`src/rtl/cal_alarm_pkg.sv`:
```
// Shared constants and helpers for the calendar alarm matcher.
// Assumes an 8-bit alarm byte: bit 7 arms the field, bits below hold BCD.
package cal_alarm_pkg;

    localparam int BYTE_W     = 8;
    localparam int NUM_FIELDS = 6;
    localparam int FSEL_W     = 3;
    localparam int FLAG_BASE  = 5;   // status bit of alarm 0's flag

    typedef enum logic [FSEL_W-1:0] {
        FLD_SEC   = 3'd0,
        FLD_MIN   = 3'd1,
        FLD_HOUR  = 3'd2,
        FLD_DATE  = 3'd3,
        FLD_MONTH = 3'd4,
        FLD_WDAY  = 3'd5
    } field_e;

    // Value bits that take part in comparison for each field code.
    function automatic logic [BYTE_W-1:0] value_mask(int idx);
        case (idx)
            FLD_SEC, FLD_MIN:   value_mask = 8'h7F;
            FLD_HOUR, FLD_DATE: value_mask = 8'h3F;
            FLD_MONTH:          value_mask = 8'h1F;
            default:            value_mask = 8'h07;
        endcase
    endfunction

endpackage

```
`src/rtl/cal_alarm_field.sv`:
```
// One alarm field slot: stores arm bit and masked BCD value and reports
// whether the current time value equals the stored one.
// Assumes the write strobe is already qualified by alarm selection.
module cal_alarm_field
    import cal_alarm_pkg::*;
#(
    parameter int FIELD_IDX = 0
) (
    input  logic              clk,
    input  logic              rst_n,
    input  logic              wr_en,
    input  logic [FSEL_W-1:0] wr_field,
    input  logic [BYTE_W-1:0] wr_data,
    input  logic [BYTE_W-1:0] cur_val,
    output logic              armed,
    output logic              same
);

    localparam logic [BYTE_W-1:0] VMASK = value_mask(FIELD_IDX);

    logic              arm_q;
    logic [BYTE_W-2:0] val_q;

    // Load arm bit and masked value when this field code is addressed.
    always_ff @(posedge clk) begin
        if (!rst_n) begin
            arm_q <= 1'b0;
            val_q <= '0;
        end else if (wr_en && wr_field == FSEL_W'(FIELD_IDX)) begin
            arm_q <= wr_data[BYTE_W-1];
            val_q <= wr_data[BYTE_W-2:0] & VMASK[BYTE_W-2:0];
        end
    end

    // Equality over value bits only.
    always_comb begin
        armed = arm_q;
        same  = ((cur_val ^ {1'b0, val_q}) & VMASK) == '0;
    end

endmodule

```
`src/rtl/cal_alarm_unit.sv`:
```
// One complete alarm: a slot per time field and the combined hit.
// Hit needs at least one armed field and every armed field equal.
module cal_alarm_unit
    import cal_alarm_pkg::*;
(
    input  logic                         clk,
    input  logic                         rst_n,
    input  logic                         wr_en,
    input  logic [FSEL_W-1:0]            wr_field,
    input  logic [BYTE_W-1:0]            wr_data,
    input  logic [NUM_FIELDS*BYTE_W-1:0] cur_time,
    output logic                         hit
);

    logic [NUM_FIELDS-1:0] armed;
    logic [NUM_FIELDS-1:0] same;

    for (genvar f = 0; f < NUM_FIELDS; f++) begin : g_field
        cal_alarm_field #(
            .FIELD_IDX (f)
        ) u_field (
            .clk      (clk),
            .rst_n    (rst_n),
            .wr_en    (wr_en),
            .wr_field (wr_field),
            .wr_data  (wr_data),
            .cur_val  (cur_time[f*BYTE_W +: BYTE_W]),
            .armed    (armed[f]),
            .same     (same[f])
        );
    end

    // Reduce per-field results to a single alarm hit.
    always_comb begin
        hit = (|armed) && (&(~armed | same));
    end

endmodule

```
`src/rtl/cal_alarm_flags.sv`:
```
// Sticky alarm flags, interrupt enables and the interrupt line.
// Assumes FLAG_BASE + NUM_ALARMS <= 8 so flag bits fit the status byte.
module cal_alarm_flags
    import cal_alarm_pkg::*;
#(
    parameter int NUM_ALARMS = 2
) (
    input  logic                  clk,
    input  logic                  rst_n,
    input  logic                  tick,
    input  logic [NUM_ALARMS-1:0] hit,
    input  logic                  clr_wr,
    input  logic [BYTE_W-1:0]     clr_data,
    input  logic                  ien_wr,
    input  logic [NUM_ALARMS-1:0] ien_data,
    output logic [NUM_ALARMS-1:0] flag,
    output logic                  irq
);

    localparam logic [BYTE_W-1:0] CLR_FIELD =
        BYTE_W'(((1 << NUM_ALARMS) - 1) << FLAG_BASE);

    logic [NUM_ALARMS-1:0] flag_q;
    logic [NUM_ALARMS-1:0] ien_q;
    logic [NUM_ALARMS-1:0] clr_vec;
    logic [NUM_ALARMS-1:0] set_vec;

    // Decode clear requests and qualified matches.
    always_comb begin
        clr_vec = clr_wr ? NUM_ALARMS'((clr_data & CLR_FIELD) >> FLAG_BASE) : '0;
        set_vec = tick ? hit : '0;
    end

    // Flags: clear first, a same-edge match wins.
    always_ff @(posedge clk) begin
        if (!rst_n) flag_q <= '0;
        else        flag_q <= (flag_q & ~clr_vec) | set_vec;
    end

    // Interrupt enable register.
    always_ff @(posedge clk) begin
        if (!rst_n)      ien_q <= '0;
        else if (ien_wr) ien_q <= ien_data;
    end

    // Gate flags onto the shared interrupt.
    always_comb begin
        flag = flag_q;
        irq  = |(flag_q & ien_q);
    end

endmodule

```
`src/rtl/cal_alarm_match.sv`:
```
// Top: dual masked calendar alarm matcher. Packs the time inputs,
// routes alarm writes by index and collects hits into sticky flags.
module cal_alarm_match
    import cal_alarm_pkg::*;
#(
    parameter  int NUM_ALARMS = 2,
    localparam int ASEL_W     = (NUM_ALARMS > 1) ? $clog2(NUM_ALARMS) : 1
) (
    input  logic                  clk,
    input  logic                  rst_n,
    input  logic                  tick,
    input  logic [7:0]            cur_sec,
    input  logic [7:0]            cur_min,
    input  logic [7:0]            cur_hour,
    input  logic [7:0]            cur_date,
    input  logic [7:0]            cur_month,
    input  logic [7:0]            cur_wday,
    input  logic                  alm_wr,
    input  logic [ASEL_W-1:0]     alm_wr_sel,
    input  logic [2:0]            alm_wr_field,
    input  logic [7:0]            alm_wr_data,
    input  logic                  status_wr,
    input  logic [7:0]            status_wr_data,
    input  logic                  ien_wr,
    input  logic [NUM_ALARMS-1:0] ien_wr_data,
    output logic [NUM_ALARMS-1:0] alarm_flag,
    output logic                  irq
);

    logic [NUM_FIELDS*BYTE_W-1:0] cur_time;
    logic [NUM_ALARMS-1:0]        hit;

    // Pack the time fields in field-code order.
    always_comb begin
        cur_time = {cur_wday, cur_month, cur_date, cur_hour, cur_min, cur_sec};
    end

    for (genvar a = 0; a < NUM_ALARMS; a++) begin : g_alarm
        cal_alarm_unit u_unit (
            .clk      (clk),
            .rst_n    (rst_n),
            .wr_en    (alm_wr && alm_wr_sel == ASEL_W'(a)),
            .wr_field (alm_wr_field),
            .wr_data  (alm_wr_data),
            .cur_time (cur_time),
            .hit      (hit[a])
        );
    end

    cal_alarm_flags #(
        .NUM_ALARMS (NUM_ALARMS)
    ) u_flags (
        .clk      (clk),
        .rst_n    (rst_n),
        .tick     (tick),
        .hit      (hit),
        .clr_wr   (status_wr),
        .clr_data (status_wr_data),
        .ien_wr   (ien_wr),
        .ien_data (ien_wr_data),
        .flag     (alarm_flag),
        .irq      (irq)
    );

endmodule

```
`config.mk`:
```
export PLATFORM = sky130hd
export DESIGN_NAME = cal_alarm_match
export DESIGN_NICKNAME = d
export VERILOG_FILES = /design/src/rtl/cal_alarm_pkg.sv /design/src/rtl/cal_alarm_field.sv /design/src/rtl/cal_alarm_unit.sv /design/src/rtl/cal_alarm_flags.sv /design/src/rtl/cal_alarm_match.sv
export SDC_FILE = /design/constraint.sdc
export NUM_CORES = 1
export LEC_CHECK = 0
export BUFFER_PORTS_ARGS = -buffer_cell sky130_fd_sc_hd__buf_2
export CORE_MARGIN = 2
export CORE_UTILIZATION = 50
export DETAILED_ROUTE_END_ITERATION = 8
export HOLD_SLACK_MARGIN = 0.12
export PLACE_DENSITY_LB_ADDON = 0.15
export SLEW_MARGIN = 5
export SYNTH_ARGS = -nofsm -noshare
export SYNTH_HDL_FRONTEND = slang
export SYNTH_SLANG_ARGS = --single-unit
```
`constraint.sdc`:
```
create_clock -name clk -period 2 [get_ports clk]
set_clock_uncertainty 0.15 [all_clocks]
set_input_delay 0.3 -clock clk [delete_from_list [all_inputs] [get_ports clk]]
set_output_delay 0.3 -clock clk [all_outputs]
set_load 0.05 [all_outputs]
```
==> results_tabular.tex, run 1 <==
\begin{tabular}{lr}
\hline
Metric & Value \\
\hline
\multicolumn{2}{l}{\textbf{STA}} \\
Maximum achievable frequency & 0.600 GHz \\
RSZ-0062 raised after global routing & no \\
Transition time at the pin with the least slew margin & 554 ps \\
Remaining max-slew budget at the tightest pin & 63.1\% \\
Final number of hold-violating endpoints & 0 \\
Period utilisation layout & 83.4\% \\
Worst hold slack & 208 ps \\
Least setup slack across all paths after layout & 333 ps \\
Summed negative setup slack over all endpoints & 0 ps \\
Count of pins over their slew limit & 0 \\
Final critical delay including setup and external delays & 1670 ps \\
Setup violators final & 0 \\
\multicolumn{2}{l}{\textbf{Logic synthesis}} \\
Share of synthesized cell area in full adder, half adder and majority cells & 0\% \\
Proportion of synthesized area in mux cells & 20.2\% \\
Register bit total from synthesis & 84 \\
Synth area leader & sky130\_fd\_sc\_hd\_\_dfxtp\_1 \\
Library cells used by synthesis & 24 \\
Number of cells produced by synthesis & 396 \\
Netlist area before placement & 4060 µm² \\
Proportion of synthesized chip area in sequential cells & 41.4\% \\
Largest cells by area after synthesis & sky130\_fd\_sc\_hd\_\_dfxtp\_1 (41\%), sky130\_fd\_sc\_hd\_\_mux2i\_1 (20\%), sky130\_fd\_sc\_hd\_\_nor2b\_1 (13\%) \\
Post-synthesis compound-gate area fraction & 2.80\% \\
Largest family of logic cells by synthesized area & multiplexers \\
YS warnings & 0 \\
Simple-gate share of the synthesized area & 18.9\% \\
Post-synthesis net count & 472 \\
Top-area cell type share of the netlist area & 41.4\% \\
Post-synthesis average cell area & 10.3 µm² \\
Xor-xnor portion of the synthesized cell area & 14.7\% \\
\multicolumn{2}{l}{\textbf{Cells and area}} \\
Final non-filler cell area & 4760 µm² \\
Layout cells sized above 1 & 17.4\% \\
Final net count & 531 \\
Number of standard cells in the final layout excluding fillers & 562 \\
Fin util & 61.0\% \\
Number of antenna diodes & 0 \\
P\&R area growth vs syn & 17.2\% \\
\multicolumn{2}{l}{\textbf{Placed design}} \\
Worst setup slack before clock tree synthesis & 228 ps \\
Placement Cell Area & 4420 µm² \\
Half-perimeter wire length after detailed placement & 6110 µm \\
Final weighted congestion in routability-driven placement & 0.805 \\
Port buffer count & 58 \\
Total instance count after detailed placement & 536 \\
\multicolumn{2}{l}{\textbf{CTS}} \\
Total clock buffers created by CTS & 9 \\
Clock latency on the worst-skew pair & 360 ps \\
Clock tree from TritonCTS & done \\
Clock Tree Buf Depth & 2 \\
H-tree depth & 3 \\
Total clock sinks & 84 \\
Clk Tree Root Cell & sky130\_fd\_sc\_hd\_\_clkbuf\_8 \\
\# resized after CTS & 0 \\
CTS clk-pin slew, worst paths & 90 ps \\
\multicolumn{2}{l}{\textbf{Run}} \\
Number of violations of the max-capacitance limit & 0 \\
\multicolumn{2}{l}{\textbf{Worst setup path}} \\
R2R Path Start & g\_alarm[0].u\_unit.g\_field[1].u\_field.val\_q[3] \\
Setup slack of the most critical reg-to-reg path & 330 ps \\
WP data required & 2110 ps \\
Setup Crit Path Kind & reg2reg \\
Max FO, Critical Path & 2 \\
Capturing element of the worst setup path & u\_flags.flag[0] \\
Launch point of the worst path & g\_alarm[0].u\_unit.g\_field[1].u\_field.val\_q[3] \\
Endpoint of the lowest-slack register-to-register path & u\_flags.flag[0] \\
Length in cells of the worst reg-to-reg path & 5 \\
Critical path startpoint category & flip-flop \\
Kind of capture point of the worst setup path & flip-flop \\
Data arrival time of the critical path & 1780 ps \\
\multicolumn{2}{l}{\textbf{Floorplanning}} \\
Number of top-level pins & 79 \\
Width of the chip & 94.2 µm \\
Core box area & 7810 µm² \\
Area of the die & 8870 µm² \\
Initial core utilization & 52.1\% \\
Std-Cell Rows & 32 \\
Die Span Y & 94.2 µm \\
\multicolumn{2}{l}{\textbf{Global route}} \\
Vias in the first global route & 2875 \\
Total global routing track utilization & 21.0\% \\
Number of antenna violations at the first check in global routing & 0 \\
Global-route wire length before repair & 14300 µm \\
Pin count of the biggest net entering global routing & 62 \\
Remaining global-route overflow & 0 \\
\multicolumn{2}{l}{\textbf{Min path}} \\
Worst hold path class & in2reg \\
Start point of the worst hold path & alm\_wr\_data[7] \\
\multicolumn{2}{l}{\textbf{Power and ir drop}} \\
Maximum vdd ir drop & 0.356 mV \\
Power Density & 745 nW/µm² \\
Post-layout total power & 3.55 mW \\
Lkg Pwr & 1.98 nW \\
\multicolumn{2}{l}{\textbf{Drt}} \\
Routed via count & 2807 \\
Remaining antenna violation count & 0 \\
Average via count per standard cell & 4.99 \\
Starting DRT DRC Count & 94 \\
First-pass DRT Iterations & 4 \\
Routed length per instance & 15.6 µm \\
Final wirelength & 8750 µm \\
Count of unresolved DRC violations after routing & 0 \\
\multicolumn{2}{l}{\textbf{Outcome}} \\
Run status & finished clean \\
\hline
\end{tabular}
## where the power goes
| part | internal (mW) | switching, mW | leakage [nW] |
|---|---|---|---|
| combinational | 0.172 | 0.175 | 1.18 |
| sequential | 1.70 | 0.0167 | 0.678 |
| clock | 0.838 | 0.649 | 0.116 |
| total | 2.71 | 0.841 | 1.98 |
## how the worst min path moves through the flow
stage	end	slack, ps	cells past startpoint
3_5_place_dp	u_flags.flag[1]	340	2
2_1_floorplan	u_flags.flag[1]	300	2
4_1_cts	g_alarm[0].u_unit.g_field[4].u_field.armed	200	3
6_report	g_alarm[0].u_unit.g_field[4].u_field.armed	210	3
3_3_place_gp	u_flags.flag[1]	340	2
5_1_grt	g_alarm[0].u_unit.g_field[1].u_field.val_q[5]	220	3
## layout by cell type (no fill, tap or decap), drive strengths merged
| cell | count |
|---|---|
| nor3b | 1 |
| nand2b | 4 |
| a21oi | 1 |
| xor2 | 24 |
| nand3 | 9 |
| nand3b | 3 |
| nor3 | 3 |
| dfxtp | 84 |
| buf | 59 |
| mux2i | 82 |
| nor2b | 82 |
| bufinv | 3 |
| nor2 | 7 |
| or3 | 2 |
| a22o | 1 |
| or4 | 1 |
| o31ai | 7 |
| nand4 | 10 |
| clkbuf | 9 |
| o21ai | 1 |
| dlygate4sd3 | 10 |
| xnor2 | 44 |
| nand2 | 4 |
| inv | 2 |
| clkinvlp | 2 |
| a22oi | 1 |
| o41ai | 4 |
## cells by family (layout without fill, tap and decap cells)
family          Yosys count  count (layout)
buf+inv                  21              85
compound gates           15              15
simple gates            126             126
flops                    84              84
mux                      82              82
xor+xnor                 68              68
## final cells by class
type	count	area, µm²
Timing Repair Buffer	69	410
Clock buffer	9	124
Sequential cell	84	1680
Multi-Input combinational cell	291	2300
Tap cell	102	128
Clock inverter	7	123
Fill cell	699	3040
## Yosys cell counts, drive strengths merged
| cell type | count |
|---|---|
| buf | 5 |
| clkbuf | 16 |
| or3 | 2 |
| a22oi | 1 |
| nor2b | 82 |
| nor3b | 1 |
| nor3 | 3 |
| a22o | 1 |
| a21oi | 1 |
| dfxtp | 84 |
| xor2 | 24 |
| or4 | 1 |
| nand3b | 3 |
| o21ai | 1 |
| nand3 | 9 |
| xnor2 | 44 |
| mux2i | 82 |
| nand4 | 10 |
| nor2 | 7 |
| o41ai | 4 |
| o31ai | 7 |
| nand2b | 4 |
| nand2 | 4 |
## flip-flops by register name, indices dropped and copies added, names as in the netlist
register,cells
g_alarm.u_unit.g_field.u_field.armed,12
g_alarm.u_unit.g_field.u_field.val_q,68
u_flags.flag,2
u_flags.ien_q,2
## critical path, stage by stage (launching register included)
cell and delay [ps]:
sky130_fd_sc_hd__dfxtp_1 330, sky130_fd_sc_hd__xnor2_1 170, sky130_fd_sc_hd__nand4_1 140, sky130_fd_sc_hd__o41ai_1 360
sky130_fd_sc_hd__nand2_1 170, sky130_fd_sc_hd__o31ai_1 260
## layer usage
layer	track usage [%]	part of all wire (%)	routed length, µm
met4	6.88	0.97	85
met1	28.2	50	4350
met3	3.37	3.1	268
met2	34.4	46	4050
met5	0	0	0
## repair_timing
item / 4_1_cts / 5_1_grt
endpoints found under the hold margin: 8 / 0
hold buffers: 10 / 0
buffers inserted: 0 / 0
Note: power is estimated with default switching activity, not from simulation.
==> run 2, diff against run 1 <==
- ABC_AREA: not set -> 1
- clock period: 2 -> 1.7 ns (I/O delays scaled with it)
==> run 2 against run 1 <==
  * Synthesized cell count is 65% higher
  * Setup slack worse by 210 ps
  * Global-route usage is 1.7 points higher
  * Clock power is 9% lower
  * Synthesized area is 5.2% higher
  * Highest routed layer unchanged
==> results_tabular.tex, run 2 <==
\begin{tabular}{lr}
\hline
Metric & Value \\
\hline
\multicolumn{2}{l}{\textbf{Drt}} \\
Routed via count & 3995 (+42\%) \\
Final wirelength & 10100 µm (+15\%) \\
Remaining antenna violation count & 0 (unchanged) \\
Average via count per standard cell & 4.84 (-3.2\%) \\
Routed length per instance & 12.2 µm (-22\%) \\
Starting DRT DRC Count & 132 (+40\%) \\
Count of unresolved DRC violations after routing & 0 (unchanged) \\
First-pass DRT Iterations & 4 (unchanged) \\
\multicolumn{2}{l}{\textbf{Cells and area}} \\
Commonest non-fill, non-tap cells in the layout & sky130\_fd\_sc\_hd\_\_nand2\_1 (162), sky130\_fd\_sc\_hd\_\_inv\_1 (89), sky130\_fd\_sc\_hd\_\_nor2\_1 (88) \\
Final net count & 792 (+49\%) \\
Number of antenna diodes & 0 (unchanged) \\
Fin util & 59.7\% (-1.3 points) \\
P\&R area growth vs syn & 15.2\% \\
Largest Register & g\_alarm.u\_unit.g\_field.u\_field.val\_q \\
Commonest non-fill, non-tap cell in the layout & sky130\_fd\_sc\_hd\_\_nand2\_1 \\
Flip-flop count of the largest register after layout & 68 (unchanged) \\
Layout cells sized above 1 & 14.1\% (-3.2 points) \\
Number of filler instances in the final layout & 800 (+14\%) \\
\multicolumn{2}{l}{\textbf{Logic synthesis}} \\
Xor-xnor portion of the synthesized cell area & 4.51\% (-10 points) \\
Synth cell count leaders & sky130\_fd\_sc\_hd\_\_nand2\_1 (162), sky130\_fd\_sc\_hd\_\_inv\_1 (89), sky130\_fd\_sc\_hd\_\_nor2\_1 (88) \\
Post-synthesis average cell area & 6.55 µm² (-36\%) \\
Number of cells produced by synthesis & 653 (+65\%) \\
Largest family of logic cells by synthesized area & simple AND/OR/NAND/NOR gates \\
Simple-gate share of the synthesized area & 26.7\% (+7.8 points) \\
Library cells used by synthesis & 26 (+8.3\%) \\
Post-synth EDFFs & 0 (unchanged) \\
Proportion of synthesized chip area in sequential cells & 39.3\% (-2.0 points) \\
Most instantiated flip-flop cell in the synthesis netlist & sky130\_fd\_sc\_hd\_\_dfxtp\_1 \\
Register bit total from synthesis & 84 (unchanged) \\
Netlist area before placement & 4280 µm² (+5.2\%) \\
Top-area cell type share of the netlist area & 39.3\% (-2.0 points) \\
Largest cells by area after synthesis & sky130\_fd\_sc\_hd\_\_dfxtp\_1 (39\%), sky130\_fd\_sc\_hd\_\_nand2\_1 (14\%), sky130\_fd\_sc\_hd\_\_o21ai\_0 (8.9\%) \\
Synth area leader & sky130\_fd\_sc\_hd\_\_dfxtp\_1 \\
Share of synthesized cell area in full adder, half adder and majority cells & 0\% (unchanged) \\
Proportion of synthesized area in mux cells & 0\% (-20 points) \\
YS warnings & 0 (unchanged) \\
Share of flip-flops with an asynchronous set or reset after synthesis & 0\% (unchanged) \\
Post-synthesis compound-gate area fraction & 17.7\% (+15 points) \\
Most repeated cell in the gate-level netlist after synthesis & sky130\_fd\_sc\_hd\_\_nand2\_1 \\
Post-synthesis net count & 729 (+54\%) \\
\multicolumn{2}{l}{\textbf{Power and ir drop}} \\
Power Density & 790 nW/µm² (+6.1\%) \\
Maximum vdd ir drop & 0.532 mV (+49\%) \\
Post-layout total power & 3.89 mW (+9.8\%) \\
Lkg Pwr & 2.26 nW (+14\%) \\
\multicolumn{2}{l}{\textbf{Worst setup path}} \\
Data arrival time of the critical path & 1670 ps (-110 ps) \\
Max FO, Critical Path & 3 (+1) \\
Kind of capture point of the worst setup path & flip-flop \\
Critical path startpoint category & primary input \\
WP data required & 1800 ps (-310 ps) \\
Setup slack of the most critical reg-to-reg path & 320 ps (about the same) \\
Setup Crit Path Kind & in2reg \\
\multicolumn{2}{l}{\textbf{Placed design}} \\
Final weighted congestion in routability-driven placement & 0.792 (-1.6\%) \\
Half-perimeter wire length after detailed placement & 7130 µm (+17\%) \\
Port buffer count & 58 (unchanged) \\
\multicolumn{2}{l}{\textbf{STA}} \\
Count of pins over their slew limit & 0 (unchanged) \\
Period utilisation layout & 92.7\% \\
Setup violators final & 0 (unchanged) \\
Worst hold slack & 138 ps (-70.7 ps) \\
Maximum achievable frequency & 0.634 GHz \\
Summed negative setup slack over all endpoints & 0 ps (unchanged) \\
RSZ-0062 raised after global routing & no \\
Remaining max-slew budget at the tightest pin & 79.0\% (+16 points) \\
Transition time at the pin with the least slew margin & 315 ps (-239 ps) \\
Final critical delay including setup and external delays & 1580 ps \\
Final number of hold-violating endpoints & 0 (unchanged) \\
\multicolumn{2}{l}{\textbf{Global route}} \\
Vias in the first global route & 3600 (+25\%) \\
Pin count of the biggest net entering global routing & 42 (-32\%) \\
Remaining global-route overflow & 0 (unchanged) \\
Number of antenna violations at the first check in global routing & 0 (unchanged) \\
Global-route wire length before repair & 16200 µm (+13\%) \\
Total global routing track utilization & 22.7\% (+1.7 points) \\
\multicolumn{2}{l}{\textbf{CTS}} \\
\# resized after CTS & 0 (unchanged) \\
CTS clk-pin slew, worst paths & 90 ps (about the same) \\
Clock tree from TritonCTS & done \\
Total clock sinks & 84 (unchanged) \\
Number of hold-repair buffers added at the cts stage & 11 (+1) \\
Clock latency on the worst-skew pair & 350 ps (about the same) \\
Count of buffers added by post-CTS timing repair for setup & 0 (unchanged) \\
Clk Tree Root Cell & sky130\_fd\_sc\_hd\_\_clkbuf\_8 \\
H-tree depth & 3 (unchanged) \\
Clock Tree Buf Depth & 2 (unchanged) \\
Total clock buffers created by CTS & 9 (unchanged) \\
\multicolumn{2}{l}{\textbf{Floorplanning}} \\
Core box area & 8260 µm² (+5.8\%) \\
Width of the chip & 96.5 µm (+2.5\%) \\
Die Span Y & 96.5 µm (+2.5\%) \\
Area of the die & 9310 µm² (+5.0\%) \\
Initial core utilization & 51.8\% (-0.28 points) \\
Std-Cell Rows & 33 (+3.1\%) \\
Number of top-level pins & 79 (unchanged) \\
\multicolumn{2}{l}{\textbf{Min path}} \\
Worst hold path class & in2reg \\
\multicolumn{2}{l}{\textbf{Outcome}} \\
Run status & finished clean \\
\multicolumn{2}{l}{\textbf{Run}} \\
Number of violations of the max-capacitance limit & 0 (unchanged) \\
\hline
\end{tabular}
## run 2: worst max-delay path, stage by stage
cell and delay [ps]:
sky130_fd_sc_hd__dlygate4sd3_1 540, sky130_fd_sc_hd__buf_2 140, sky130_fd_sc_hd__inv_1 50, sky130_fd_sc_hd__nor2_1 80
sky130_fd_sc_hd__dlygate4sd3_1 560, sky130_fd_sc_hd__nor2_1 50
## run 2: where the power goes
part,switching [mW],internal [mW],total (mW)
Sequential,0.0271,2.01,2.04
Combinational,0.304,0.196,0.500
Clock,0.707,0.644,1.35
Total,1.04,2.85,3.89
## run 2: logic make-up after synthesis
kind of cell	after synthesis
XOR/XNOR	22
flip-flops	84
buffers and inverters	120
AO/OA/AOI/OAI	148
AND/OR/NAND/NOR	279
## run 2: routing by layer
| layer | up-vias | track usage (%) | share of wire [%] |
|---|---|---|---|
| met1 | 1766 | 28.9 | 47 |
| met5 | - | 0 | 0 |
| li1 | 2152 | - | - |
| met2 | 68 | 38.8 | 48 |
| met3 | 9 | 3.57 | 4.4 |
| met4 | 0 | 8.33 | 1.0 |
## run 2: final cells by class
type / count / area [µm²] / area share [%]
Multi-Input combinational cell: 449 / 2090 / 42.5
Sequential cell: 84 / 1680 / 34.1
Timing Repair Buffer: 75 / 470 / 9.55
Inverter: 97 / 364 / 7.39
Clock buffer: 12 / 165 / 3.35
Tap cell: 105 / 131 / 2.67
Clock inverter: 4 / 22.5 / 0.457
## run 2: path summary, 6_finish.rpt
check                                                      from                                             to  depth (start not counted)
setup / recovery                                         ien_wr                               u_flags.ien_q[1]                          6
setup reg to reg  g_alarm[0].u_unit.g_field[4].u_field.val_q[4]                                u_flags.flag[0]                         10
hold reg to reg   g_alarm[1].u_unit.g_field[4].u_field.val_q[0]  g_alarm[1].u_unit.g_field[4].u_field.val_q[0]                          2
hold / removal                                   alm_wr_data[5]  g_alarm[0].u_unit.g_field[1].u_field.val_q[5]                          3
## run 2: through the flow
step	setup WS (ps)	instances	cell area, µm²
final	123	826	4930
after global placement	199	799	4630
after global routing	34.6	826	4930
after detailed placement	160	799	4630
after CTS	170	826	4930
after floorplan	141	653	4280
